`src/rtl/lcdc_pkg.sv`:
```
package lcdc_pkg;

    localparam int DATA_W   = 32;
    localparam int ADDR_W   = 12;
    localparam int IDX_W    = ADDR_W - 2;
    localparam int NUM_TIM  = 4;
    localparam int COL_W    = 11;
    localparam int ROW_W    = 11;
    localparam int ID_BYTES = 8;
    localparam logic [IDX_W-1:0] IX_ID_BASE = IDX_W'(1024 - ID_BYTES);

    typedef enum logic [3:0] {
        SEL_NONE, SEL_TIM, SEL_UBASE, SEL_LBASE, SEL_CTRL, SEL_MASK,
        SEL_RAW, SEL_MSTAT, SEL_CLR, SEL_CUP, SEL_CLO, SEL_ID
    } reg_sel_e;

    typedef struct packed {
        reg_sel_e   sel;
        logic [1:0] sub;
        logic [2:0] id_k;
    } dec_t;

    typedef struct packed {
        logic       pwr;
        logic       be_pix;
        logic       be_byte;
        logic       bgr;
        logic [2:0] bpp;
        logic       en;
    } ctrl_view_t;

    // Word index to register selection; the variant swaps control and mask.
    function automatic dec_t decode_index(logic [IDX_W-1:0] ix, logic enh);
        dec_t d;
        d.sel  = SEL_NONE;
        d.sub  = ix[1:0];
        d.id_k = ix[2:0];
        if (ix >= IX_ID_BASE) begin
            d.sel = SEL_ID;
        end else begin
            case (ix)
                10'd0, 10'd1, 10'd2, 10'd3: d.sel = SEL_TIM;
                10'd4:  d.sel = SEL_UBASE;
                10'd5:  d.sel = SEL_LBASE;
                10'd6:  d.sel = enh ? SEL_MASK : SEL_CTRL;
                10'd7:  d.sel = enh ? SEL_CTRL : SEL_MASK;
                10'd8:  d.sel = SEL_RAW;
                10'd9:  d.sel = SEL_MSTAT;
                10'd10: d.sel = SEL_CLR;
                10'd11: d.sel = SEL_CUP;
                10'd12: d.sel = SEL_CLO;
                default: d.sel = SEL_NONE;
            endcase
        end
        return d;
    endfunction

    function automatic logic [7:0] id_byte(logic enh, logic [2:0] k);
        case (k)
            3'd0:    return enh ? 8'h11 : 8'h10;
            3'd1:    return 8'h11;
            3'd2:    return enh ? 8'h24 : 8'h04;
            3'd3:    return 8'h00;
            3'd4:    return 8'h0D;
            3'd5:    return 8'hF0;
            3'd6:    return 8'h05;
            default: return 8'hB1;
        endcase
    endfunction

    function automatic ctrl_view_t unpack_ctrl(logic [11:0] c);
        ctrl_view_t v;
        v.en      = c[0];
        v.bpp     = c[3:1];
        v.bgr     = c[8];
        v.be_byte = c[9];
        v.be_pix  = c[10];
        v.pwr     = c[11];
        return v;
    endfunction

    function automatic logic [COL_W-1:0] width_of(logic [DATA_W-1:0] t);
        logic [COL_W-1:0] w;
        w = COL_W'({t[7:2], 2'b00}) + COL_W'(4);
        return w << 2;
    endfunction

    function automatic logic [ROW_W-1:0] height_of(logic [DATA_W-1:0] t);
        return ROW_W'(t[9:0]) + ROW_W'(1);
    endfunction

endpackage

```
`src/rtl/lcdc_geom.sv`:
```
module lcdc_geom
    import lcdc_pkg::*;
(
    input  logic              clk,
    input  logic              rst,
    input  logic              we,
    input  logic [1:0]        sel,
    input  logic [DATA_W-1:0] wdata,
    output logic [DATA_W-1:0] tim [NUM_TIM],
    output logic [COL_W-1:0]  cols,
    output logic [ROW_W-1:0]  rows
);

    for (genvar i = 0; i < NUM_TIM; i++) begin : g_tim
        always_ff @(posedge clk) begin
            if (rst)                      tim[i] <= '0;
            else if (we && sel == 2'(i))  tim[i] <= wdata;
        end
    end

    assign cols = width_of(tim[0]);
    assign rows = height_of(tim[1]);

    p_width_r2: assert property (@(posedge clk) disable iff (rst)
        (we && sel == 2'd0) |=> cols == COL_W'((($past(wdata) & 32'hFC) + 32'd4) * 32'd4));

    p_height_r2: assert property (@(posedge clk) disable iff (rst)
        (we && sel == 2'd1) |=> rows == ROW_W'(($past(wdata) & 32'h3FF) + 32'd1));

endmodule

```
`src/rtl/lcdc_irq.sv`:
```
module lcdc_irq
    import lcdc_pkg::*;
#(
    parameter int NIRQ = 5
) (
    input  logic              clk,
    input  logic              rst,
    input  logic              mask_we,
    input  logic              clr_we,
    input  logic [DATA_W-1:0] wdata,
    input  logic [NIRQ-1:0]   evt,
    output logic [NIRQ-1:0]   stat,
    output logic [NIRQ-1:0]   mask,
    output logic              irq
);

    logic [NIRQ-1:0] wbits;
    assign wbits = wdata[NIRQ-1:0];
    wire unused_hi = ^wdata[DATA_W-1:NIRQ];

    always_ff @(posedge clk) begin
        if (rst) begin
            stat <= '0;
            mask <= '0;
        end else begin
            stat <= (clr_we ? (stat & ~wbits) : stat) | evt;
            if (mask_we) mask <= wbits;
        end
    end

    assign irq = |(stat & mask);

    p_w1c_r7: assert property (@(posedge clk) disable iff (rst)
        (clr_we && (evt & wbits) == '0) |=> (stat & $past(wbits)) == '0);

    p_set_wins_r7: assert property (@(posedge clk) disable iff (rst)
        (|evt) |=> (stat & $past(evt)) == $past(evt));

    p_irq_on_r8: assert property (@(posedge clk) disable iff (rst)
        ((|(evt & mask)) && !mask_we) |=> irq);

    p_irq_off_r8: assert property (@(posedge clk) disable iff (rst)
        (mask == '0 && !mask_we) |=> !irq);

endmodule

```
`src/rtl/lcdc_id_rom.sv`:
```
module lcdc_id_rom
    import lcdc_pkg::*;
#(
    parameter bit ENHANCED = 1'b0
) (
    input  logic [2:0] k,
    output logic [7:0] id_b
);

    logic [7:0] rom [ID_BYTES];

    for (genvar i = 0; i < ID_BYTES; i++) begin : g_rom
        assign rom[i] = id_byte(ENHANCED, 3'(i));
    end

    assign id_b = rom[k];

endmodule

```
`src/rtl/lcdc_regfile.sv`:
```
module lcdc_regfile
    import lcdc_pkg::*;
#(
    parameter bit ENHANCED = 1'b0,
    parameter int NIRQ     = 5,
    parameter int CTRL_W   = 16
) (
    input  logic              clk,
    input  logic              rst,
    input  logic              psel,
    input  logic              penable,
    input  logic              pwrite,
    input  logic [11:0]       paddr,
    input  logic [31:0]       pwdata,
    output logic [31:0]       prdata,
    output logic              pslverr,
    input  logic [NIRQ-1:0]   evt_in,
    input  logic [31:0]       cur_upper,
    input  logic [31:0]       cur_lower,
    output logic              irq,
    output logic              disp_active,
    output logic [10:0]       panel_cols,
    output logic [10:0]       panel_rows,
    output logic [2:0]        bpp_mode,
    output logic              bgr_order,
    output logic              be_byte,
    output logic              be_pixel,
    output logic [31:0]       upper_base,
    output logic [31:0]       lower_base,
    output logic [31:0]       timing2,
    output logic [31:0]       timing3
);

    wire unused_lsb = ^paddr[1:0];

    logic access, wr;
    dec_t dec;
    assign access = psel & penable;
    assign wr     = access & pwrite;
    assign dec    = decode_index(paddr[ADDR_W-1:2], ENHANCED);

    logic tim_we, ctrl_we, mask_we, clr_we;
    assign tim_we  = wr && dec.sel == SEL_TIM;
    assign ctrl_we = wr && dec.sel == SEL_CTRL;
    assign mask_we = wr && dec.sel == SEL_MASK;
    assign clr_we  = wr && dec.sel == SEL_CLR;

    // Timing words and geometry decode
    logic [DATA_W-1:0] tim [NUM_TIM];
    lcdc_geom u_geom (
        .clk   (clk),
        .rst   (rst),
        .we    (tim_we),
        .sel   (dec.sub),
        .wdata (pwdata),
        .tim   (tim),
        .cols  (panel_cols),
        .rows  (panel_rows)
    );
    assign timing2 = tim[2];
    assign timing3 = tim[3];

    // Frame bases and control word
    logic [DATA_W-1:0] ubase_q, lbase_q;
    logic [CTRL_W-1:0] ctrl_q;

    always_ff @(posedge clk) begin
        if (rst) begin
            ubase_q <= '0;
            lbase_q <= '0;
            ctrl_q  <= '0;
        end else if (wr) begin
            if (dec.sel == SEL_UBASE) ubase_q <= pwdata;
            if (dec.sel == SEL_LBASE) lbase_q <= pwdata;
            if (ctrl_we)              ctrl_q  <= pwdata[CTRL_W-1:0];
        end
    end

    ctrl_view_t cv;
    assign cv          = unpack_ctrl(ctrl_q[11:0]);
    assign disp_active = cv.en & cv.pwr;
    assign bpp_mode    = cv.bpp;
    assign bgr_order   = cv.bgr;
    assign be_byte     = cv.be_byte;
    assign be_pixel    = cv.be_pix;
    assign upper_base  = ubase_q;
    assign lower_base  = lbase_q;

    // Interrupt status and mask
    logic [NIRQ-1:0] stat, mask;
    lcdc_irq #(.NIRQ(NIRQ)) u_irq (
        .clk     (clk),
        .rst     (rst),
        .mask_we (mask_we),
        .clr_we  (clr_we),
        .wdata   (pwdata),
        .evt     (evt_in),
        .stat    (stat),
        .mask    (mask),
        .irq     (irq)
    );

    // Identification bytes
    logic [7:0] id_b;
    lcdc_id_rom #(.ENHANCED(ENHANCED)) u_id (
        .k    (dec.id_k),
        .id_b (id_b)
    );

    // Read mux
    always_comb begin
        prdata = '0;
        if (psel && !pwrite) begin
            case (dec.sel)
                SEL_TIM:   prdata = tim[dec.sub];
                SEL_UBASE: prdata = ubase_q;
                SEL_LBASE: prdata = lbase_q;
                SEL_CTRL:  prdata = DATA_W'(ctrl_q);
                SEL_MASK:  prdata = DATA_W'(mask);
                SEL_RAW:   prdata = DATA_W'(stat);
                SEL_MSTAT: prdata = DATA_W'(stat & mask);
                SEL_CUP:   prdata = cur_upper;
                SEL_CLO:   prdata = cur_lower;
                SEL_ID:    prdata = DATA_W'(id_b);
                default:   prdata = '0;
            endcase
        end
    end

    assign pslverr = access && dec.sel == SEL_NONE;

    p_err_phase_r11: assert property (@(posedge clk) disable iff (rst)
        pslverr |-> (psel && penable));

    p_active_src_r5: assert property (@(posedge clk) disable iff (rst)
        !$stable(disp_active) |-> $past(ctrl_we));

    p_setup_only_r12: assert property (@(posedge clk) disable iff (rst)
        (psel && !penable) |=> ($stable(upper_base) && $stable(lower_base) && $stable(timing2)));

endmodule

```
`config.mk`:
```
export PLATFORM = sky130hd
export DESIGN_NAME = lcdc_regfile
export DESIGN_NICKNAME = d
export VERILOG_FILES = /design/src/rtl/lcdc_pkg.sv /design/src/rtl/lcdc_geom.sv /design/src/rtl/lcdc_irq.sv /design/src/rtl/lcdc_id_rom.sv /design/src/rtl/lcdc_regfile.sv
export SDC_FILE = /design/constraint.sdc
export NUM_CORES = 1
export LEC_CHECK = 0
export ABC_AREA = 0
export ABC_CLOCK_PERIOD_IN_PS = 2500
export CORE_ASPECT_RATIO = 0.75
export CORE_MARGIN = 2
export CORE_UTILIZATION = 57
export DETAILED_ROUTE_END_ITERATION = 10
export DONT_BUFFER_PORTS = 1
export PLACE_DENSITY = 0.8
export SLEW_MARGIN = 20
export SYNTH_ARGS = -nofsm -noshare
export SYNTH_HDL_FRONTEND = slang
export SYNTH_SLANG_ARGS = --single-unit
export TNS_END_PERCENT = 5
```
`constraint.sdc`:
```
create_clock -name clk -period 2.5 [get_ports clk]
set_input_delay 0.5 -clock clk [delete_from_list [all_inputs] [get_ports clk]]
set_output_delay 0.5 -clock clk [all_outputs]
set_load 0.01 [all_outputs]
```
# Word level (Yosys, flattened, before mapping)
# Memory sizes are Yosys's and may differ from the RTL's.
# Cells that the tools add are included.
[op_classes]
addsub = 2
order_cmp = 3
eq_ne = 14
n_mux = 10
bitwise = 10
n_reduce_logical = 18
[op_table]
columns = ["op", "n"]
rows = [
  ["case mux 32 bit (10 select lines)", 1],
  ["2-to-1 mux 32 bit", 3],
  ["binary-select mux 32 bit (select 2 bit)", 1],
  ["equality test 4 x 3 -> 1 bit (second input constant)", 4],
  ["equality test 4 bit (second input constant)", 4],
  ["2-to-1 mux 8 bit", 2],
  ["bitwise AND 5 bit", 3],
  ["adder 10 x 1 -> 11 bit (second input constant)", 1],
  ["greater-or-equal comparator 10 bit (second input constant)", 1],
  ["logical AND 1 bit", 10],
  ["adder 8 x 3 -> 9 bit (second input constant)", 1],
  ["equality test 4 x 2 -> 1 bit (second input constant)", 2],
  ["2-to-1 mux 4 bit", 2],
  ["zero test 6 bit", 1],
  ["AND reduction 2 bit", 3],
  ["2-to-1 mux 5 bit", 1],
  ["NOT 5 bit", 1],
  ["OR 5 bit", 1],
  ["OR reduction 5 bit", 1],
  ["equality test 2 bit (second input constant)", 2],
  ["equality test 4 x 1 -> 1 bit (second input constant)", 1],
  ["greater-or-equal comparator 4 bit (second input constant)", 1],
  ["zero test 4 bit", 1],
  ["NOT 3 -> 4 bit", 1],
  ["6 further kinds", 8],
]
[word_totals]
register_bits = 218
mem_bits_ro = 128
in_bits = 118
out_inout_bits = 191
elab_cells = 68
n_memories = 2
[mem_list]
columns = ["memory", "words", "width", "rd", "rd_ports_with_merged_regs", "wr", "line_no", "rtl"]
rows = [
  ["(no name shown)", 8, 8, 1, 0, 0, "lcdc_id_rom.sv:16", "assign id_b = rom[k];"],
  ["(no name shown)", 16, 4, 1, 0, 0, "lcdc_pkg.sv:41", "case (ix)"],
]

# Depth between registers and ports, before layout
[logic_depth]
ltp_word = 7
ltp_mapped = 8
depth_no_buf = 5

# By module
# A second synthesis with hierarchy kept.
[unflattened]
cells_unflattened = 1292
hier_area_um2 = 10553.9
[by_module_without_submodules]
columns = ["module", "n_inst", "cells_each", "area_each_um2", "seq_area_each_um2"]
rows = [
  ["lcdc_regfile", 1, 641, 5366.4, 1601.5],
  ["lcdc_geom", 1, 604, 4712.0, 2562.5],
  ["lcdc_irq", 1, 35, 390.4, 200.2],
  ["lcdc_id_rom", 1, 12, 85.1, 0.0],
]

# Worst setup path before layout
# No wires, ideal clock.
[synth_path]
kind = "input -> output"
startpoint = "in paddr[3]"
endpoint = "out prdata[3]"
arrival_ns = 2.067
required_ns = 2.000
path_slack_ns = -0.067
cell_stages = 6
path_buffers = 2
path_cell_list = "buf_2 -> buf_2 -> mux4_2 -> a22o_1 -> a221oi_1 -> a41oi_1"
[synth_between]
elab_chain_cells = 6
elab_cells_between_ends = 24
cone_classes = "order compare (1); eq/ne (10); mux (9); bitwise (2); memory (2)"
[synth_lines]
columns = ["element", "line_no", "rtl"]
rows = [
  ["from (decl)", "lcdc_regfile.sv:13", "input logic [11:0] paddr,"],
  ["memory read (16 x 4 bit), or another cell as far along", "n/a", ""],
  ["2-to-1 mux 4 bit, or another cell as far along", "lcdc_pkg.sv:41", ""],
  ["2-to-1 mux 4 bit, or another cell as far along", "lcdc_pkg.sv:38", "if (ix >= IX_ID_BASE) begin"],
  ["equality test 4 bit, or another cell as far along", "lcdc_regfile.sv:114", "case (dec.sel)"],
  ["case mux 32 bit (10 select lines) (*)", "lcdc_regfile.sv:114", ""],
  ["2-to-1 mux 32 bit (*)", "lcdc_regfile.sv:113", "if (psel && !pwrite) begin"],
  ["to (decl)", "lcdc_regfile.sv:15", "output logic [31:0] prdata,"],
]
# Mark *: on every way between the ends. The rest lies on a longest branch, timed or not. The select of a mux whose other input is x is not followed.

# Worst setup path after layout
[layout_path]
startpoint = "reg u_geom.tim[7] (netlist bit)"
endpoint = "out prdata[7]"
[layout_between]
elab_chain_cells = 5
[layout_lines]
columns = ["element", "line_no", "rtl"]
rows = [
  ["from (decl)", "lcdc_geom.sv:9", "output logic [DATA_W-1:0] tim [NUM_TIM],"],
  ["from (signal, indexed assignment)", "lcdc_geom.sv:17", "else if (we && sel == 2'(i)) tim[i] <= wdata;"],
  ["binary-select mux 32 bit (select 2 bit)", "lcdc_regfile.sv:115", "SEL_TIM: prdata = tim[dec.sub];"],
  ["2-to-1 mux 32 bit (implied by the code) (2 in a row)", "lcdc_regfile.sv:115", ""],
  ["case mux 32 bit (10 select lines)", "lcdc_regfile.sv:114", ""],
  ["2-to-1 mux 32 bit", "lcdc_regfile.sv:113", ""],
]
# No other way between the ends. The select of a mux whose other input is x is not followed.

==> results.toml <==
[clock_tree]
htreeDepth = 1
cts_root_buf = "clkbuf_16"
clk_pin_slew_ns = 0.07
cts_buffers = 22
postCtsSetupBuffers = 0
cts_sinks = 218
clock_latency_ns = 0.51
cts_tree = "yes"
ctsHoldBuffers = 0
clockBufferDepth = 3

[detailed_routing]
dr_wl_met2_microns = 17500
antenna_left = 0
wl_per_cell_microns = 24.3
vias_per_cell = 6.53
wl_met1_microns = 14800
routed.top_layer = "met4"
routed_wirelength_microns = 39600
via_count = 10600
drt_first_pass_iters = 6
drtIter0Drc = 1643
wl_met3_microns = 5550
drcViolationCount = 0

[place]
post_dp_cell_area_sq_mm = 0.0115
io_buffers = 0
dpl.hpwl_microns = 26700
place_ws_ns = -0.108
globalplace.congestion = 0.982

[grt]
grt_pass1_wl_microns = 59300
antenna_found_initial = 2
grt_start_max_net_pins = 219
grt_pass1_vias = 10100
grt_usage = 0.374
grt-ovfl-total = 0

[logic_synthesis]
synth_adder_area_share = 0.00226
postSynthAreaPerCell_sq_um = 7.89
ys_ff_latch = 218
postSynthCellCount = 1404
synth_area_leader_cell = "dfxtp_1"
ys_types = 59
synth_top_cell_area_share = 0.394
yosys.area_share.simple = 0.220
synthMuxAreaShare = 0.0850
synthXorXnorAreaFrac = 0.0111
synthArstFlopShare = 0
syn_area_sq_mm = 0.0111
yosys_warnings = 0
synth_edf_count = 0
ys.flop_type = "dfxtp_1"
yosysSeqAreaShare = 0.394
synth_area_leaders = "dfxtp_1, nand2_1, a21oi_1, mux4_2, buf_4"
synth_top_family_by_area = "simple AND/OR/NAND/NOR gates"
synth_compound_area_frac = 0.191

[worst_setup_path]
crit_end = "prdata[7]"
timing.rr.end = "upper_base[11]$_SDFFE_PP0P_"
r2r-start = "upper_base[11]$_SDFFE_PP0P_"
critical_path_class = "register to primary output"
cp.required_ns = 2.00
critPathArrivalTime_ns = 2.15
worst_setup_path_end_kind = "primary output"
crit_start = "u_geom.tim[7]$_SDFFE_PP0P_"
startpoint_type = "register"
reg2reg_slack_ns = 1.69
crit_fanout = 3
reg2regPathDepth = 2

[timing]
setup_viol_count_final = 7
period_share = 1.06
worst_pin_slew_ns = 0.540
grt_setup_unrepaired = "true"
drv_slew = 0
fmax_ghz = 0.378
period_needed_ns = 2.65
fin_tns_setup_ns = -0.553
slew_headroom = 0.635
finalWorstSetupSlack_ns = -0.148
fin_skew_ns = 0
hold_viol = 0

[run]
drv_cap = 0

[pwr]
power_density_mw_per_mm2 = 573
leakagePower_nw = 4.07
ir_drop_v = 0.000493

[floorplanning]
dieWidth_microns = 165
core_area_sq_mm = 0.0192
die_h_microns = 125
initial_utilization = 0.576
placementRows = 44
dieArea_sq_mm = 0.0206
ios = 309

[finish]
final_nets = 1479
layout_commonest_cell = "nand2_1"
fin_area_sq_mm = 0.0124
area_delta_synth_final_pct = 11.6
final_cell_mix = "nand2_1, a21oi_1, dfxtp_1"
fin_util = 0.643
drive_gt1_frac = 0.171

[min_path]
hold_class = "input pin to register"

[status]
violations = "negative setup slack"
outcome = "finished with violations"
-- cells by family after synthesis --
logic type      count (synthesis)
simple gates                  564
other cells                     1
flops                         218
mux                            54
fa+ha+maj                       2
buf+inv                       195
xor+xnor                       14
compound gates                356
-- cell type report --
| cell class | instances | area, sq um |
|---|---|---|
| Clock inverter | 8 | 75.1 |
| Timing Repair Buffer | 109 | 1040 |
| Inverter | 14 | 52.6 |
| Multi-Input combinational cell | 994 | 5810 |
| Clock buffer | 32 | 669 |
| Sequential cell | 218 | 4390 |
| Fill cell | 1631 | 6860 |
| Tap cell | 253 | 317 |
| Antenna cell | 2 | 5.00 |
-- per-layer routing --
metal	vias to the layer above	track usage
met3	154	0.118
met1	4986	0.491
met5	-	0
li1	4687	-
met2	812	0.570
met4	0	0.154
-- stage by stage --
stage	cells	power, W	hold WS, ns
3_5_place_dp	1588	0.00374	0.441
2_1_floorplan	1407	0.00377	0.433
6_report	1630	0.00707	0.0552
5_1_grt	1630	0.00724	0.0548
3_3_place_gp	1588	0.00374	0.434
4_1_cts	1628	0.00708	0.0508
-- cell usage after synthesis, types with 17 or more instances --
cell      count
a21oi_1     216
a22oi_1      26
a31oi_1      17
and3_1       21
buf_2        48
buf_4        73
clkbuf_1     53
dfxtp_1     218
mux2i_1      22
mux4_2       32
nand2_1     425
nor2_1       43
nor2b_1      17
o21ai_0      31
-- worst min-delay path by stage --
stage | startpoint | endpoint | slack, ns | cells past startpoint
5_1_grt | rst | u_geom.tim[51]$_SDFFE_PP0P_ | 0.05 | 1
3_5_place_dp | u_geom.tim[111]$_SDFFE_PP0P_ | u_geom.tim[111]$_SDFFE_PP0P_ | 0.44 | 2
6_report | rst | upper_base[19]$_SDFFE_PP0P_ | 0.06 | 1
3_3_place_gp | u_geom.tim[107]$_SDFFE_PP0P_ | u_geom.tim[107]$_SDFFE_PP0P_ | 0.43 | 2
4_1_cts | rst | u_geom.tim[116]$_SDFFE_PP0P_ | 0.05 | 1
2_1_floorplan | u_geom.tim[74]$_SDFFE_PP0P_ | u_geom.tim[74]$_SDFFE_PP0P_ | 0.43 | 2
-- critical path, cell delays in order (launching register included) --
cell	delay (ns)
dfxtp_2	0.34
mux4_2	0.51
a32o_2	0.30
a211oi_2	0.21
a21oi_2	0.11
buf_4	0.17
-- where the power goes --
part | internal [W] | switching (W) | leakage [nW]
combinational | 0.0000893 | 0.000102 | 1.94
sequential | 0.00348 | 0.00000771 | 1.77
clock | 0.00197 | 0.00143 | 0.369
-- state kept, by name, summed over array words and instances (netlist names) --
register	count
lower_base	32
u_geom.tim	128
ctrl_q	16
u_irq.mask	5
upper_base	32
u_irq.stat	5
-- timing repair --
action | CTS | global route
resized for setup | 28 | 22
pin swaps | 2 | 13
endpoints found under the setup margin | 23 | 34
Power figures use the tool's default switching activity.
